===== config.mk =====
export PLATFORM = sky130hd
export DESIGN_NAME = uart_brg_gen
export DESIGN_NICKNAME = d
export VERILOG_FILES = /design/src/rtl/brg_pkg.sv /design/src/rtl/brg_prescale.sv /design/src/rtl/brg_reload.sv /design/src/rtl/brg_phase.sv /design/src/rtl/uart_brg_gen.sv
export SDC_FILE = /design/constraint.sdc
export NUM_CORES = 1
export LEC_CHECK = 0
export BUFFER_PORTS_ARGS = -buffer_cell sky130_fd_sc_hd__buf_4
export CORE_MARGIN = 2
export CORE_UTILIZATION = 35
export CTS_CLUSTER_SIZE = 40
export DETAILED_ROUTE_END_ITERATION = 8
export SETUP_SLACK_MARGIN = 0.1
export SYNTH_ARGS = -nofsm -noshare
export SYNTH_HDL_FRONTEND = slang
export SYNTH_HIERARCHICAL = 1
export SYNTH_SLANG_ARGS = --single-unit

===== constraint.sdc =====
create_clock -name clk -period 3.8 [get_ports clk]
set_clock_uncertainty 0.15 [all_clocks]
set_input_delay 0.19 -clock clk [delete_from_list [all_inputs] [get_ports clk]]
set_output_delay 0.19 -clock clk [all_outputs]
set_load 0.01 [all_outputs]

===== src/rtl/brg_pkg.sv =====
package brg_pkg;

    typedef enum logic [1:0] {
        DIV_OFF  = 2'd0,
        DIV_INTA = 2'd1,
        DIV_INTB = 2'd2,
        DIV_FRAC = 2'd3
    } brg_mode_e;

endpackage


===== src/rtl/brg_prescale.sv =====
module brg_prescale
    import brg_pkg::*;
#(
    parameter int FRAC_W = 9,
    parameter int DIV_A  = 2,
    parameter int DIV_B  = 3
) (
    input  logic              clk,
    input  logic              rst_n,
    input  brg_mode_e         mode,
    input  logic [FRAC_W-1:0] frac_step,
    output logic              pre_en
);
    localparam int CNT_W = (DIV_B > DIV_A) ? $clog2(DIV_B) : $clog2(DIV_A);
    localparam logic [CNT_W-1:0] LIM_A = CNT_W'(DIV_A - 1);
    localparam logic [CNT_W-1:0] LIM_B = CNT_W'(DIV_B - 1);
    localparam logic [FRAC_W:0]  STEP_FULL = (FRAC_W+1)'(1) << FRAC_W;

    typedef struct packed {
        logic [CNT_W-1:0]  cnt;
        logic [FRAC_W-1:0] acc;
    } pre_state_t;

    pre_state_t st_d, st_q;
    logic [FRAC_W:0] step_eff;
    logic [FRAC_W:0] sum;
    logic [CNT_W-1:0] lim;

    always_comb begin
        st_d     = st_q;
        pre_en   = 1'b0;
        step_eff = (frac_step == '0) ? STEP_FULL : {1'b0, frac_step};
        sum      = {1'b0, st_q.acc} + step_eff;
        lim      = (mode == DIV_INTB) ? LIM_B : LIM_A;
        case (mode)
            DIV_INTA, DIV_INTB: begin
                st_d.acc = '0;
                if (st_q.cnt >= lim) begin
                    pre_en   = 1'b1;
                    st_d.cnt = '0;
                end else begin
                    st_d.cnt = st_q.cnt + 1'b1;
                end
            end
            DIV_FRAC: begin
                st_d.cnt = '0;
                pre_en   = sum[FRAC_W];
                st_d.acc = sum[FRAC_W-1:0];
            end
            default: begin
                st_d.cnt = '0;
                st_d.acc = '0;
            end
        endcase
    end

    always_ff @(posedge clk or negedge rst_n) begin
        if (!rst_n) st_q <= '0;
        else        st_q <= st_d;
    end

    // an integer divider of at least 2 never gives back-to-back pulses
    p_int_gap_r2: assert property (@(posedge clk) disable iff (!rst_n)
        ((mode == DIV_INTA || mode == DIV_INTB) && pre_en)
        |=> (mode == DIV_FRAC || !pre_en));

    // a stopped pre-divider produces nothing
    p_off_silent_r1: assert property (@(posedge clk) disable iff (!rst_n)
        (mode == DIV_OFF) |-> !pre_en);

endmodule


===== src/rtl/brg_reload.sv =====
module brg_reload #(
    parameter int RELOAD_W = 13
) (
    input  logic                clk,
    input  logic                rst_n,
    input  logic                run_en,
    input  logic                pre_en,
    input  logic                reload_wr,
    input  logic [RELOAD_W-1:0] reload_val,
    output logic                os_next,
    output logic                os_tick
);
    typedef struct packed {
        logic [RELOAD_W-1:0] hold;
        logic [RELOAD_W-1:0] cnt;
        logic                os;
    } rl_state_t;

    rl_state_t st_d, st_q;

    always_comb begin
        st_d    = st_q;
        st_d.os = 1'b0;
        if (reload_wr && !run_en) st_d.hold = reload_val;
        if (!run_en) begin
            st_d.cnt = reload_wr ? reload_val : st_q.hold;
        end else if (pre_en) begin
            if (st_q.cnt == '0) begin
                st_d.os  = 1'b1;
                st_d.cnt = st_q.hold;
            end else begin
                st_d.cnt = st_q.cnt - 1'b1;
            end
        end
        os_next = st_d.os;
    end

    always_ff @(posedge clk or negedge rst_n) begin
        if (!rst_n) st_q <= '0;
        else        st_q <= st_d;
    end

    assign os_tick = st_q.os;

    logic [RELOAD_W-1:0] hold_q;
    assign hold_q = st_q.hold;

    // the holding register is frozen while running
    p_hold_locked_r5: assert property (@(posedge clk) disable iff (!rst_n)
        run_en |=> $stable(hold_q));

    // every strobe follows a pre-divider pulse
    p_tick_after_pre_r6: assert property (@(posedge clk) disable iff (!rst_n)
        os_tick |-> $past(pre_en));

endmodule


===== src/rtl/brg_phase.sv =====
module brg_phase #(
    parameter int PHASE_W = 4
) (
    input  logic clk,
    input  logic rst_n,
    input  logic run_en,
    input  logic os_next,
    output logic bit_tick
);
    localparam logic [PHASE_W-1:0] PH_LAST = '1;

    typedef struct packed {
        logic [PHASE_W-1:0] ph;
        logic               bt;
    } ph_state_t;

    ph_state_t st_d, st_q;

    always_comb begin
        st_d    = st_q;
        st_d.bt = 1'b0;
        if (!run_en) begin
            st_d.ph = '0;
        end else if (os_next) begin
            st_d.bt = (st_q.ph == PH_LAST);
            st_d.ph = st_q.ph + 1'b1;
        end
    end

    always_ff @(posedge clk or negedge rst_n) begin
        if (!rst_n) st_q <= '0;
        else        st_q <= st_d;
    end

    assign bit_tick = st_q.bt;

    logic [PHASE_W-1:0] phase_q;
    assign phase_q = st_q.ph;

    // a bit strobe is seen just after the phase wrapped to zero
    p_bit_wrap_r7: assert property (@(posedge clk) disable iff (!rst_n)
        bit_tick |-> (phase_q == '0));

endmodule


===== src/rtl/uart_brg_gen.sv =====
module uart_brg_gen
    import brg_pkg::*;
#(
    parameter int RELOAD_W = 13,
    parameter int FRAC_W   = 9,
    parameter int PHASE_W  = 4
) (
    input  logic                clk,
    input  logic                rst_n,
    input  logic                run_en,
    input  logic                pre_sel,
    input  logic                frac_en,
    input  logic [FRAC_W-1:0]   frac_step,
    input  logic                reload_wr,
    input  logic [RELOAD_W-1:0] reload_val,
    output logic                os_tick,
    output logic                bit_tick
);
    brg_mode_e mode;
    logic      pre_en;
    logic      os_next;

    always_comb begin
        if (!run_en)      mode = DIV_OFF;
        else if (frac_en) mode = DIV_FRAC;
        else if (pre_sel) mode = DIV_INTB;
        else              mode = DIV_INTA;
    end

    brg_prescale #(.FRAC_W(FRAC_W), .DIV_A(2), .DIV_B(3)) i_pre (
        .clk(clk), .rst_n(rst_n), .mode(mode),
        .frac_step(frac_step), .pre_en(pre_en)
    );

    brg_reload #(.RELOAD_W(RELOAD_W)) i_rl (
        .clk(clk), .rst_n(rst_n), .run_en(run_en), .pre_en(pre_en),
        .reload_wr(reload_wr), .reload_val(reload_val),
        .os_next(os_next), .os_tick(os_tick)
    );

    brg_phase #(.PHASE_W(PHASE_W)) i_ph (
        .clk(clk), .rst_n(rst_n), .run_en(run_en),
        .os_next(os_next), .bit_tick(bit_tick)
    );

    // stopping silences both outputs from the next cycle
    p_quiet_when_stopped_r1: assert property (@(posedge clk) disable iff (!rst_n)
        !run_en |=> (!os_tick && !bit_tick));

    // the bit strobe always coincides with an oversampling strobe
    p_bit_with_os_r7: assert property (@(posedge clk) disable iff (!rst_n)
        bit_tick |-> os_tick);

endmodule


==> reports/qor.txt <==
Buffers on Ports: 29
CP Buf/Inv Count: 0
Slew @ Worst Pin: 0.5628 ns
Max Cap Viol: 0
PwrDens: 355.8 nW/µm²
CTS tree: yes
Synth top area cells: dfrtp_1 (38%), ha_1 (8.0%), mux2_2 (4.8%)
Synth Area in Adders: 8.746%
FP Rows: 32
Simple-Gate Fraction of Synth Area: 20.39%
Max Slew Vio Count: 0
Ys flop type: dfrtp_1
Seq/Total Area, Yosys: 38.38%
Post-route antenna net violation count: 0
Area fraction in compound gates after synthesis: 17.63%
Combinational Power Share: 26.5%
Via count: 2,224
Clock edge transition at the registers on the reported setup and hold paths: 0.08 ns
Core ar.: 7727 µm²
Most frequent CP cell: o31ai_2
Final GP Congestion: 0.8525
Critical path capture point type: flip-flop
Maximum buffer depth of the clock tree: 2
Largest net degree at the start of global routing: 44
Max stage delay on crit path: 0.45 ns
Internal power: 0.7950 mW
Relative slew slack: 62.48%
Xor-xnor portion of the synthesized cell area: 2.187%
Post-CTS sizing: 0
Mapped Area: 2804 µm²
Syn. warnings: 6
Worst Setup Start Kind: flip-flop
Clock Latency Late Sink: 0.30 ns
CP max FO: 3
Initial Util: 36.29%
Synth cell types: 65
# setup viols final: 0
Syn avg cell area: 9.669 µm²
Drt pass-1 iters: 5
Final setup TNS: 0 ns
Root Driver: clkbuf_8
Critical Path RT: 3.83 ns
Post-synth top area share: 38.38%
H-Tree Depth: 2
Clk sinks: 43
GR Overflow Total: 0
Final hold vios: 0
Setup bufs post-CTS: 0
Number of hold buffers added after cts: 12
RSZ-0062 raised after global routing: false
Tmin final: 3.053 ns
Ys async rst share: 100.0%
Post-synth EDFFs: 0
LEAKAGE: 1.469 nW
DP Wirelength: 4179 µm
Avg WL per Cell: 13.82 µm
Global-route wire length before repair: 10,160 µm
DRT iter0 DRCs: 92
Die width: 93.51 µm
Fmax: 327.6 MHz
Antenna diodes: 0
Sw Share: 32.36%
Multiplexer share of the synthesized area: 7.675%
Fin nets: 370
GRT Resource Usage Total: 14.50%
Die height: 93.51 µm
Worst vdd ir: 0.0001233 V
Sw power: 0.3803 mW
Post-Syn Nets: 337
Clock share of power: 24.1%
Die area: 8743 µm²
Residual DRC: 0
Slowest cell on crit path: nor4b_1
Cells after Synth: 290
Drt via density: 5.221
Share of cells above drive strength 1: 20.37%
Critical path arrival: 3.09 ns
Layout area overhead: 17.80%
Worst path cell trace: ha_1 > a211oi_2 > nor2_2 > o31ai_2 > a21oi_1 > o31ai_2 > nor4b_1 > nand2_1 > o221a_1 > or3_1
Crit Path Class: reg -> reg
Final Cycle Share: 80.33%
Worst hold path class: in -> reg
Num CTS Buffers: 5
Reg power frac: 49.3%
Vias in the first global route: 2,140
Worst hold slack: 0.02505 ns
Detailed Route WL: 5889 µm
Status: completed
Largest family of logic cells by synthesized area: simple AND/OR/NAND/NOR gates
Yosys top cell by area: dfrtp_1
# IOs: 30
Register bit total from synthesis: 43
Critical path's top delay family: simple AND/OR/NAND/NOR gates
Initial antenna violation count: 0
[cell usage after synthesis, types with 3 or more instances]
| master | instances |
|---|---|
| nor2b_1 | 4 |
| o211ai_1 | 3 |
| a211oi_1 | 7 |
| nand4_1 | 9 |
| a211oi_2 | 3 |
| o21ai_0 | 5 |
| nand3_1 | 4 |
| a21o_1 | 3 |
| nand2_1 | 15 |
| ha_1 | 18 |
| mux2i_1 | 8 |
| and2_1 | 4 |
| xor2_1 | 6 |
| nand2b_1 | 11 |
| buf_2 | 4 |
| a21oi_1 | 9 |
| nor3_1 | 9 |
| dfrtp_1 | 43 |
| mux2_2 | 12 |
| nor2_1 | 27 |
| o21ai_1 | 3 |
| clkbuf_1 | 15 |
| inv_1 | 14 |
[through the flow]
step / total power, mW / cell area (µm²) / worst slack [ns] / cells / util (%)
global route: 1.256 / 3303 / 0.5269 / 426 / 42.75
CTS: 1.193 / 3293 / 0.7622 / 425 / 42.62
detailed placement: 0.8897 / 3092 / 0.6335 / 405 / 40.01
floorplan: 0.7953 / 2804 / 0.8689 / 290 / -
finish: 1.175 / 3303 / 0.7474 / 426 / 42.75
global placement: 0.8835 / 3092 / 0.7233 / 405 / 40.01
[path summary, 6_finish.rpt]
path | startpoint | to | slack (ns) | cells past startpoint
min in group asynchronous | rst_n | i_rl/hold_q[5]$_DFFE_PN0P_ | 0.28 | 2
worst min-delay path | reload_val[7] | i_rl/hold_q[7]$_DFFE_PN0P_ | 0.03 | 3
worst max register to register | i_pre/st_q[1]$_DFF_PN0_ | i_rl/st_q[12]$_DFFE_PN0P_ | 0.75 | 10
max in group asynchronous | rst_n | i_rl/st_q[8]$_DFFE_PN0P_ | 2.83 | 2
worst min register to register | i_rl/hold_q[3]$_DFFE_PN0P_ | i_rl/hold_q[3]$_DFFE_PN0P_ | 0.34 | 2
worst max-delay path | i_pre/st_q[1]$_DFF_PN0_ | i_rl/st_q[12]$_DFFE_PN0P_ | 0.75 | 10
[tightest hold or removal path: stages]
cell     delay, ns
buf_4         0.08
mux2i_1       0.09
inv_1         0.07
[final cells by class]
class	count	area [µm²]
Timing Repair Buffer	46	377.9
Clock inverter	1	5.005
Multi-Input combinational cell	213	1588
Fill cell	792	4424
Sequential cell	43	1076
Inverter	14	52.55
Clock buffer	7	76.32
Tap cell	102	127.6
[registers in the layout, indices dropped and copies added, names as in the netlist]
name,flops
i_ph/bit_tick,1
i_ph/phase_q,4
i_pre/st_q,11
i_rl/hold_q,13
i_rl/os_tick,1
i_rl/st_q,13
[cells by family after synthesis]
family / count (synthesis)
compound gates: 65
xor+xnor: 7
fa+ha+maj: 19
buf+inv: 34
flops: 43
mux: 20
simple gates: 102
[metal layers]
metal | global-route usage [%] | vias to the layer above | wire, µm | part of all wire (%)
met4 | 5.882 | 0 | 58 | 0.98
met5 | 0 | - | 0 | 0
met1 | 20.50 | 1066 | 2958 | 50
li1 | - | 1121 | - | -
met2 | 22.30 | 33 | 2693 | 46
met3 | 2.015 | 4 | 179 | 3.0
[cell usage in the layout, fill, tap and decap left out, types with 3 or more instances in the layout]
cell type	count
o21ai_0	5
dlygate4sd3_1	13
a211oi_1	7
nor3_1	9
nand4_1	9
xor2_1	6
nand2b_1	11
o211ai_1	3
a21o_1	3
ha_1	18
mux2i_1	8
clkbuf_8	5
buf_4	33
nor2b_1	4
nor2_1	27
a21oi_1	9
and2_1	4
inv_1	14
mux2_2	12
o21ai_1	3
a211oi_2	3
nand3_1	4
dfrtp_1	43
nand2_1	15
[power by group through the flow]
stage	Sequential (mW)	Combinational (mW)	Clock, mW
floorplan	0.566	0.229	0
global placement	0.586	0.297	0
detailed placement	0.587	0.302	0
CTS	0.579	0.314	0.300
global route	0.590	0.350	0.315
finish	0.580	0.312	0.284
Note: power is estimated with default switching activity, not from simulation.
